===== config.mk =====
export PLATFORM = sky130hd
export DESIGN_NAME = mp_bus_arbiter
export DESIGN_NICKNAME = d
export VERILOG_FILES = /design/src/rtl/mpa_pkg.sv /design/src/rtl/mpa_bus_watch.sv /design/src/rtl/mpa_access_fsm.sv /design/src/rtl/mpa_drive_ctl.sv /design/src/rtl/mp_bus_arbiter.sv
export SDC_FILE = /design/constraint.sdc
export NUM_CORES = 1
export LEC_CHECK = 0
export BUFFER_PORTS_ARGS = -buffer_cell sky130_fd_sc_hd__buf_2
export CAP_MARGIN = 5
export CORE_MARGIN = 2
export CORE_UTILIZATION = 50
export CTS_CLUSTER_SIZE = 10
export DETAILED_ROUTE_END_ITERATION = 10
export GPL_TIMING_DRIVEN = 0
export PLACE_DENSITY = 0.82
export REMOVE_ABC_BUFFERS = 1
export SYNTH_ARGS = -nofsm -noshare
export SYNTH_HDL_FRONTEND = slang
export SYNTH_SLANG_ARGS = --single-unit

===== constraint.sdc =====
create_clock -name clk -period 3.55 [get_ports clk]
set_input_delay 0.1775 -clock clk [delete_from_list [all_inputs] [get_ports clk]]
set_output_delay 0.1775 -clock clk [all_outputs]
set_load 0.01 [all_outputs]

===== src/rtl/mpa_pkg.sv =====
package mpa_pkg;
    localparam int ID_W      = 3;
    localparam int MAX_LINES = 7;
    localparam int LINE_VEC  = MAX_LINES + 1;
    localparam int SEL_W     = 4;
    localparam int BANK_W    = $clog2(SEL_W);

    typedef logic [ID_W-1:0]   node_id_t;
    typedef logic [BANK_W-1:0] bank_t;
    typedef logic [SEL_W-1:0]  sel_t;

    typedef enum logic [1:0] {
        ST_IDLE = 2'd0,
        ST_WAIT = 2'd1,
        ST_XFER = 2'd2
    } acc_state_e;

    typedef struct packed {
        logic  core;
        bank_t bank;
    } acc_ctx_t;

    typedef struct packed {
        logic     btc;
        logic     owner;
        node_id_t winner;
    } arb_view_t;

    // ID of the lowest raised line, 0 when none is raised
    function automatic node_id_t lowest_line(input logic [LINE_VEC-1:0] lines);
        node_id_t r;
        r = '0;
        for (int i = MAX_LINES - 1; i >= 0; i--) begin
            if (lines[i]) r = node_id_t'(i + 1);
        end
        return r;
    endfunction

    function automatic sel_t sel_code(input bank_t bank);
        return ~(sel_t'(1) << bank);
    endfunction
endpackage


===== src/rtl/mpa_bus_watch.sv =====
module mpa_bus_watch
    import mpa_pkg::*;
#(
    parameter int NODES = 6
) (
    input  logic             clk,
    input  logic             rst,
    input  node_id_t         node_id,
    input  logic [NODES-1:0] br_in,
    output arb_view_t        view
);
    logic [LINE_VEC-1:0] lines_ext;
    node_id_t            cur_m;
    logic                master_line;
    logic                any_line;
    logic                solo;

    assign lines_ext   = LINE_VEC'(br_in);
    assign master_line = lines_ext[cur_m - node_id_t'(1)];
    assign any_line    = |lines_ext;
    assign solo        = (node_id == '0);

    assign view.btc    = !solo && !master_line && any_line;
    assign view.winner = lowest_line(lines_ext);
    assign view.owner  = solo || (cur_m == node_id);

    // every copy tracks the owner; it only moves in a transition cycle
    always_ff @(posedge clk) begin
        if (rst) begin
            cur_m <= node_id_t'(1);
        end else if (!master_line && any_line) begin
            cur_m <= view.winner;
        end
    end

    // owner line raised or no line raised -> owner unchanged
    a_r2_hold_without_btc: assert property (@(posedge clk) disable iff (rst)
        (master_line || !any_line) |=> $stable(cur_m));

    // node 1 owns the bus right after reset
    a_r11_first_owner: assert property (@(posedge clk) disable iff (rst)
        $past(rst) |-> (cur_m == node_id_t'(1)));
endmodule


===== src/rtl/mpa_access_fsm.sv =====
module mpa_access_fsm
    import mpa_pkg::*;
(
    input  logic       clk,
    input  logic       rst,
    input  logic       acc_req,
    input  logic       acc_core,
    input  bank_t      acc_bank,
    input  logic       acc_done,
    input  logic       ack,
    input  logic       owner,
    output acc_state_e state,
    output acc_ctx_t   ctx,
    output logic       br_out,
    output logic       core_stall,
    output logic       io_stall
);
    acc_state_e nxt;
    logic       idle;

    assign idle = (state == ST_IDLE);

    always_comb begin
        nxt = state;
        case (state)
            ST_IDLE: if (acc_req)        nxt = ST_WAIT;
            ST_WAIT: if (owner && ack)   nxt = ST_XFER;
            ST_XFER: if (acc_done)       nxt = ST_IDLE;
            default:                     nxt = ST_IDLE;
        endcase
    end

    always_ff @(posedge clk) begin
        if (rst) begin
            state <= ST_IDLE;
            ctx   <= '0;
        end else begin
            state <= nxt;
            if (idle && acc_req) begin
                ctx.core <= acc_core;
                ctx.bank <= acc_bank;
            end
        end
    end

    assign br_out     = idle ? acc_req : 1'b1;
    assign core_stall = idle ? (acc_req && acc_core) : ctx.core;
    assign io_stall   = idle ? (acc_req && !acc_core)
                             : ((state == ST_WAIT) && !ctx.core);

    // the request line stays up until completion is sampled
    a_r1_req_line_held: assert property (@(posedge clk) disable iff (rst)
        (br_out && !acc_done) |=> br_out);

    // a core stall is not released before completion
    a_r8_core_held: assert property (@(posedge clk) disable iff (rst)
        (core_stall && !acc_done) |=> core_stall);
endmodule


===== src/rtl/mpa_drive_ctl.sv =====
module mpa_drive_ctl
    import mpa_pkg::*;
(
    input  logic       clk,
    input  logic       rst,
    input  logic       solo,
    input  arb_view_t  view,
    input  acc_state_e state,
    input  bank_t      bank,
    output logic       drv_en,
    output sel_t       ms_n
);
    assign drv_en = solo || (view.owner && !view.btc);
    assign ms_n   = (state == ST_XFER) ? sel_code(bank) : '1;

    // selects parked high whenever drivers are off
    a_r6_sel_quiet_when_off: assert property (@(posedge clk) disable iff (rst)
        !drv_en |-> (ms_n == '1));

    // never more than one select active
    a_r6_one_sel: assert property (@(posedge clk) disable iff (rst)
        $onehot0(~ms_n));
endmodule


===== src/rtl/mp_bus_arbiter.sv =====
module mp_bus_arbiter
    import mpa_pkg::*;
#(
    parameter int NODES = 6
) (
    input  logic                clk,
    input  logic                rst,
    input  logic [ID_W-1:0]     node_id,
    input  logic                acc_req,
    input  logic                acc_core,
    input  logic [BANK_W-1:0]   acc_bank,
    input  logic                acc_done,
    output logic                core_stall,
    output logic                io_stall,
    input  logic [NODES-1:0]    br_in,
    output logic                br_out,
    input  logic                ack,
    output logic [SEL_W-1:0]    ms_n,
    output logic                drv_en,
    output logic                bus_owner
);
    arb_view_t  view;
    acc_state_e state;
    acc_ctx_t   ctx;
    logic       solo;

    assign solo      = (node_id == '0);
    assign bus_owner = view.owner;

    mpa_bus_watch #(.NODES(NODES)) u_watch (
        .clk    (clk),
        .rst    (rst),
        .node_id(node_id),
        .br_in  (br_in),
        .view   (view)
    );

    mpa_access_fsm u_fsm (
        .clk       (clk),
        .rst       (rst),
        .acc_req   (acc_req),
        .acc_core  (acc_core),
        .acc_bank  (acc_bank),
        .acc_done  (acc_done),
        .ack       (ack),
        .owner     (view.owner),
        .state     (state),
        .ctx       (ctx),
        .br_out    (br_out),
        .core_stall(core_stall),
        .io_stall  (io_stall)
    );

    mpa_drive_ctl u_drive (
        .clk   (clk),
        .rst   (rst),
        .solo  (solo),
        .view  (view),
        .state (state),
        .bank  (ctx.bank),
        .drv_en(drv_en),
        .ms_n  (ms_n)
    );

    logic [NODES-1:0] own_bit;
    logic [NODES-1:0] lower_mask;
    assign own_bit    = NODES'(1) << (node_id - node_id_t'(1));
    assign lower_mask = own_bit - NODES'(1);

    // a node gains the bus only if its line was up and no lower line was
    a_r3_lowest_wins: assert property (@(posedge clk) disable iff (rst)
        (!solo && $rose(bus_owner)) |->
            ((($past(br_in) & own_bit) != '0) && (($past(br_in) & lower_mask) == '0)));

    // drivers go off only in a cycle where this owner's line is down
    a_r4_off_on_drop: assert property (@(posedge clk) disable iff (rst)
        (!solo && $fell(drv_en)) |-> (!br_out && bus_owner));

    // the new owner drives in its first cycle
    a_r4_new_owner_drives: assert property (@(posedge clk) disable iff (rst)
        (!solo && $rose(bus_owner)) |-> drv_en);

    // an owner with no line raised anywhere keeps driving
    a_r5_idle_owner_drives: assert property (@(posedge clk) disable iff (rst)
        (bus_owner && (br_in == '0)) |-> drv_en);

    // the first select cycle follows a cycle with ack high
    a_r7_ack_first: assert property (@(posedge clk) disable iff (rst)
        ((ms_n != '1) && ($past(ms_n) == '1)) |-> $past(ack));

    // the IO side is released once its transfer runs
    a_r9_io_free_in_xfer: assert property (@(posedge clk) disable iff (rst)
        (ms_n != '1) |-> !io_stall);

    // single-node mode always owns and drives
    a_r10_solo_drives: assert property (@(posedge clk) disable iff (rst)
        solo |-> (drv_en && bus_owner));
endmodule


Yosys cells after proc, flatten, opt, wreduce, memory -nomap -nowiden
Cells that the tools add are included.
{"block": "totals", "register_bits": 8, "in_bits": 17, "out_inout_bits": 9, "wordCells": 50}
{"block": "op_classes", "addsub": 1, "n_lt_le_gt_ge": 1, "n_eq_ne": 6, "shifts": 1, "mux": 16, "bitwise": 1, "n_reduce_logical": 20}
{"op": "$mux W3", "n": 6}
{"op": "$logic_and A1 B1 Y1", "n": 9}
{"op": "$mux W2", "n": 3}
{"op": "$pmux W2 S3", "n": 1}
{"op": "$reduce_or A6 Y1", "n": 1}
{"op": "$logic_not A1 Y1", "n": 5}
{"op": "$lt A3 B4 Y1 const B", "n": 1}
{"op": "$mux W1", "n": 4}
{"op": "$mux W4", "n": 1}
{"op": "$ne A2 B2 Y1 const B", "n": 2}
{"op": "$not A4 Y4", "n": 1}
{"op": "$shl A1 B2 Y4 const A", "n": 1}
{"op": "$bmux W1 S3", "n": 1}
{"op": "$eq A3 B3 Y1", "n": 1}
{"op": "$logic_not A3 Y1", "n": 1}
{"op": "$reduce_and A3 Y1", "n": 1}
{"op": "$sub A3 B1 Y3 const B", "n": 1}
{"op": "$eq A2 B1 Y1 const B", "n": 1}
{"op": "$eq A2 B2 Y1 const B", "n": 1}
{"op": "$logic_not A2 Y1", "n": 1}
{"op": "$logic_or A1 B1 Y1", "n": 2}
{"op": "$ne A2 B1 Y1 const B", "n": 1}

Logic depth before layout (Yosys ltp)
{"block": "depth", "ltp_word": 9, "ltp_mapped": 8}

By module
From an unflattened synthesis, not the netlist that was laid out.
{"block": "unflattened", "cells_unflattened": 79, "area_unflattened_um2": 673.1}
{"module": "mpa_bus_watch", "instances": 1, "cells_per_inst": 43, "area_each_um2": 350.3, "seq_area_each_um2": 60.1}
{"module": "mpa_access_fsm", "instances": 1, "cells_per_inst": 27, "area_each_um2": 260.2, "seq_area_each_um2": 100.1}
{"module": "mpa_drive_ctl", "instances": 1, "cells_per_inst": 8, "area_each_um2": 52.6, "seq_area_each_um2": 0.0}
{"module": "mp_bus_arbiter", "instances": 1, "cells_per_inst": 1, "area_each_um2": 10.0, "seq_area_each_um2": 0.0}

Worst setup path after synthesis
No wires, ideal clock.
{"block": "synth_timing", "kind": "register to register", "from": "register u_watch.cur_m[0]", "to": "register u_watch.cur_m[1]", "setup_time_ps": 70, "arrival_time_ps": 1699, "setup_slack_ps": 1781, "path_stages_with_launch": 9, "path_buffers": 1, "synth_period_minus_slack_ps": 1769, "path_cell_list": "dfxtp_1 -> buf_6 -> inv_1 -> ha_1 -> mux4_2 -> nand2_2 -> nand3_4 -> or3_1 -> a21oi_1"}
{"block": "synth_between", "elab_chain_cells": 5}
{"element": "start: declaration", "line": "mpa_bus_watch.sv:13", "source": "node_id_t cur_m;"}
{"element": "start signal: assignment", "line": "mpa_bus_watch.sv:30", "source": "cur_m <= node_id_t'(1);"}
{"element": "start signal: assignment", "line": "mpa_bus_watch.sv:32", "source": "cur_m <= view.winner;"}
{"element": "$sub A3 B1 Y3", "line": "mpa_bus_watch.sv:19", "source": "assign master_line = lines_ext[cur_m - node_id_t'(1)];"}
{"element": "$bmux W1 S3", "line": "mpa_bus_watch.sv:19"}
{"element": "$mux W1 (implied by the code)", "line": "mpa_bus_watch.sv:19"}
{"element": "$logic_not A1 Y1", "line": "mpa_bus_watch.sv:31", "source": "end else if (!master_line && any_line) begin"}
{"element": "$logic_and A1 B1 Y1", "line": "mpa_bus_watch.sv:31"}
Every way passes these cells. The select of a mux whose other input is x is not followed.
A chain may end at the register's enable or synchronous reset.

Worst setup path after layout
{"block": "layout_timing", "from": "register u_watch.cur_m[0]", "to": "output drv_en"}
{"block": "layout_between", "elab_chain_cells": 9}
{"element": "$sub A3 B1 Y3", "line": "mpa_bus_watch.sv:19"}
{"element": "$bmux W1 S3", "line": "mpa_bus_watch.sv:19"}
{"element": "$mux W1 (implied by the code)", "line": "mpa_bus_watch.sv:19"}
{"element": "$logic_not A1 Y1", "line": "mpa_bus_watch.sv:23", "source": "assign view.btc = !solo && !master_line && any_line;"}
{"element": "$logic_and A1 B1 Y1 (2 in a row)", "line": "mpa_bus_watch.sv:23"}
{"element": "$logic_not A1 Y1", "line": "mpa_drive_ctl.sv:13", "source": "assign drv_en = solo || (view.owner && !view.btc);"}
{"element": "$logic_and A1 B1 Y1 (*)", "line": "mpa_drive_ctl.sv:13"}
{"element": "$logic_or A1 B1 Y1 (*)", "line": "mpa_drive_ctl.sv:13"}
{"element": "end: declaration", "line": "mp_bus_arbiter.sv:19", "source": "output logic drv_en,"}
Mark *: on every way between the ends. The rest lies on a longest branch, timed or not. The select of a mux whose other input is x is not followed.

==> impl_metrics.yaml <==
yosys:
  synthArstFlopShare_pct: 0
  synth-seq-cells: 8
  seq_area_frac_synth_pct: 24.6
  synth_top_family_by_area: "simple AND/OR/NAND/NOR gates"
  synth-compound-area-share_pct: 18.2
  synthFlopType: "dfxtp_1"
  synthMuxAreaShare_pct: 8.25
  ys_types: 34
  synth_fa_ha_area_share_pct: 1.92
  synthSimpleGateAreaFrac_pct: 37.4
  avgSynthCellArea_sq_um: 7.76
  synth-xor-area-share_pct: 2.69
  synth.cell_area_sq_um: 652
  synth_edf_count: 0
  yosysWarningCount: 0
  netlist_instances: 84
worst_setup_path:
  worst-path-buf-inv: 2
  reg2reg_to: "u_watch.cur_m[1]"
  cp_max_fo: 10
  r2r_slack_ps: 1500
  ff2ff_path_depth: 7
  end_kind: "primary output"
  timing.rr.start: "u_watch.cur_m[0]"
  cp-start-kind: "flop"
  critical_path_class: "reg -> out"
  required_ps: 3370
  crit_family: "flip-flops"
  arrival_ps: 2080
  cp_cell_sequence: "inv_1 > ha_1 > mux4_2 > nand2_2 > nand3_4 > o2111ai_1 > nand2b_1 > buf_2"
  max_stage_delay_ps: 550
  critPathSlowestCell: "dfxtp_1"
sta:
  fmax_ghz: 0.443
  drv_slew: 0
  period_share_pct: 63.6
  skew_ps: 5.68
  worst_pin_slew_ps: 577
  fin_ws_ps: 1290
  hold_viol: 0
  relSlewSlack_pct: 61.4
  fin_setup_tns_ps: 0
  setup_violations: 0
  rsz0062_at_grt: "no"
  post-route-min-period_ps: 2260
  holdWs_ps: 125
power_and_ir_drop:
  power_uw: 402
  p_per_area_nw_per_um2: 509
  total_leakage_power_nw: 0.361
  ir_drop_mv: 0.268
clock_network:
  post_cts_buffers: 0
  cts.clk_slew.worst_paths_ps: 60
  worst_skew_pair.late_latency_ps: 250
  numCtsBuffers: 3
  cts-htree-levels: 1
  cts_resized: 0
  hold_buffers: 0
  cts_tree: "built"
  root_buffer: "clkbuf_4"
  clockBufferDepth: 2
  clock_sinks: 8
floorplan:
  num_rows: 13
  coreArea_sq_um: 1250
  die-area_sq_um: 1610
  die_w_microns: 40.1
  start_util_pct: 52.0
  die_y_microns: 40.1
  ios: 26
worst_hold_path:
  hold_class: "in -> reg"
  hold_path_depth: 2
  hold_end: "u_fsm.state[0]"
  holdCritStartpoint: "ack"
routing:
  dr.pass1.iters: 3
  route.vias.total: 679
  wl_per_cell_microns: 11.8
  drt_wl_total_microns: 1450
  via_per_inst: 5.52
  drc: 0
  drt_iter0_drc: 14
  drtAntennaViolNets: 0
placement:
  gp_congestion: 0.712
  dp_slack_ps: 1500
  hpwl_microns: 1120
  port_buffers: 25
grt:
  antenna_found_initial: 0
  grt_pass1_vias: 511
  grt_max_degree: 11
  grt-ovfl-total: 0
  grt_pass1_wl_microns: 2170
  grt_use_total_pct: 20.2
layout:
  drive_gt1_share_pct: 32.4
  fillerInstances: 108
  multi_input_area_sq_um: 447
  layout.nets: 128
  syn_to_final_growth_pct: 20.9
  antenna_cells: 0
  ff_latch_area_sq_um: 160
  final_util_pct: 62.9
job:
  cap_viol_max_count: 0
outcome:
  status: "finished clean"
==> synthesized netlist by cell type, types with 2 or more instances <==
library cell / number / share of area [%]
a21o_1: 2 / 2.3
a21oi_1: 6 / 4.6
a31oi_1: 2 / 1.9
buf_6: 2 / 3.5
clkbuf_1: 2 / 1.2
dfxtp_1: 8 / 25
inv_1: 4 / 2.3
mux2i_1: 2 / 3.1
nand2_1: 6 / 3.5
nand2b_1: 4 / 3.8
nand3_1: 2 / 1.5
nand3b_1: 2 / 2.3
nor2_1: 11 / 6.3
nor2b_1: 2 / 1.9
nor3_1: 2 / 1.5
nor3b_1: 2 / 2.3
o21ai_0: 4 / 3.1
or3_1: 4 / 3.8
xnor2_1: 2 / 2.7
==> power by group <==
group	total (mW)	internal [mW]	switching [mW]
sequential	0.140	0.107	0.0334
combinational	0.191	0.0961	0.0953
clock	0.0702	0.0387	0.0315
total	0.402	0.241	0.160
==> flip-flops by register name (all words and copies together) (netlist names) <==
register,count
u_fsm.ctx,3
u_watch.cur_m,3
u_fsm.state,2
==> cells in the final DEF (no fill, tap or decap), types with 2 or more instances in the layout <==
| master | instances |
|---|---|
| a31oi_1 | 2 |
| or3_1 | 4 |
| mux2i_1 | 2 |
| nor3_1 | 2 |
| a21o_1 | 2 |
| o21ai_0 | 4 |
| nand2_1 | 6 |
| nand3b_1 | 2 |
| nand3_1 | 2 |
| a21oi_1 | 6 |
| nor2b_1 | 2 |
| nand2b_1 | 4 |
| nor2_1 | 11 |
| buf_2 | 25 |
| inv_1 | 4 |
| nor3b_1 | 2 |
| dfxtp_1 | 8 |
| xnor2_1 | 2 |
| clkbuf_4 | 3 |
==> logic make-up (layout without fill, tap and decap cells) <==
logic type | after synthesis | after routing
AOI/OAI and AO/OA | 19 | 19
xor gates and xnor gates | 2 | 2
adders and majority gates | 1 | 1
buffers and inverters | 8 | 32
DFF | 8 | 8
muxes | 4 | 4
and+or+nand+nor | 42 | 42
==> layout make-up <==
type / count / area share (%)
sequential: 8 / 20.3
clock buffer: 3 / 2.86
timing repair buffer: 25 / 15.9
multi-input combinational: 68 / 56.7
tap: 15 / 2.38
inverter: 4 / 1.90
==> stage by stage <==
stage / std cells / instance area (sq um)
floorplan: 80 / 622
global placement: 120 / 766
detailed placement: 120 / 766
CTS: 123 / 788
global route: 123 / 788
finish: 123 / 788
==> how the worst max path moves through the flow <==
stage	startpoint	endpoint	slack, ps	cells after the start
5_1_grt	u_watch.cur_m[0]	drv_en	1120	8
3_3_place_gp	u_watch.cur_m[0]	u_watch.cur_m[1]	1590	7
3_5_place_dp	u_watch.cur_m[0]	u_watch.cur_m[1]	1500	7
2_1_floorplan	u_watch.cur_m[0]	u_watch.cur_m[1]	1720	7
6_report	u_watch.cur_m[0]	drv_en	1290	8
4_1_cts	u_watch.cur_m[0]	drv_en	1280	8
==> metal layers <==
layer  wire length [microns]  GRT usage, %  vias up
li1                        -             -      353
met1                     669          25.2      307
met2                     707          34.3       19
met3                      68          5.00        0
met4                       0          5.17        0
met5                       0             0        -
==> worst reg2reg max path, stage by stage (launching register included) <==
cell and delay (ps):
dfxtp_1 550, inv_1 90, ha_1 340, mux4_2 310, nand2_2 120, nand3_4 90
or3_1 350, a21oi_1 140
Power figures use the tool's default switching activity.
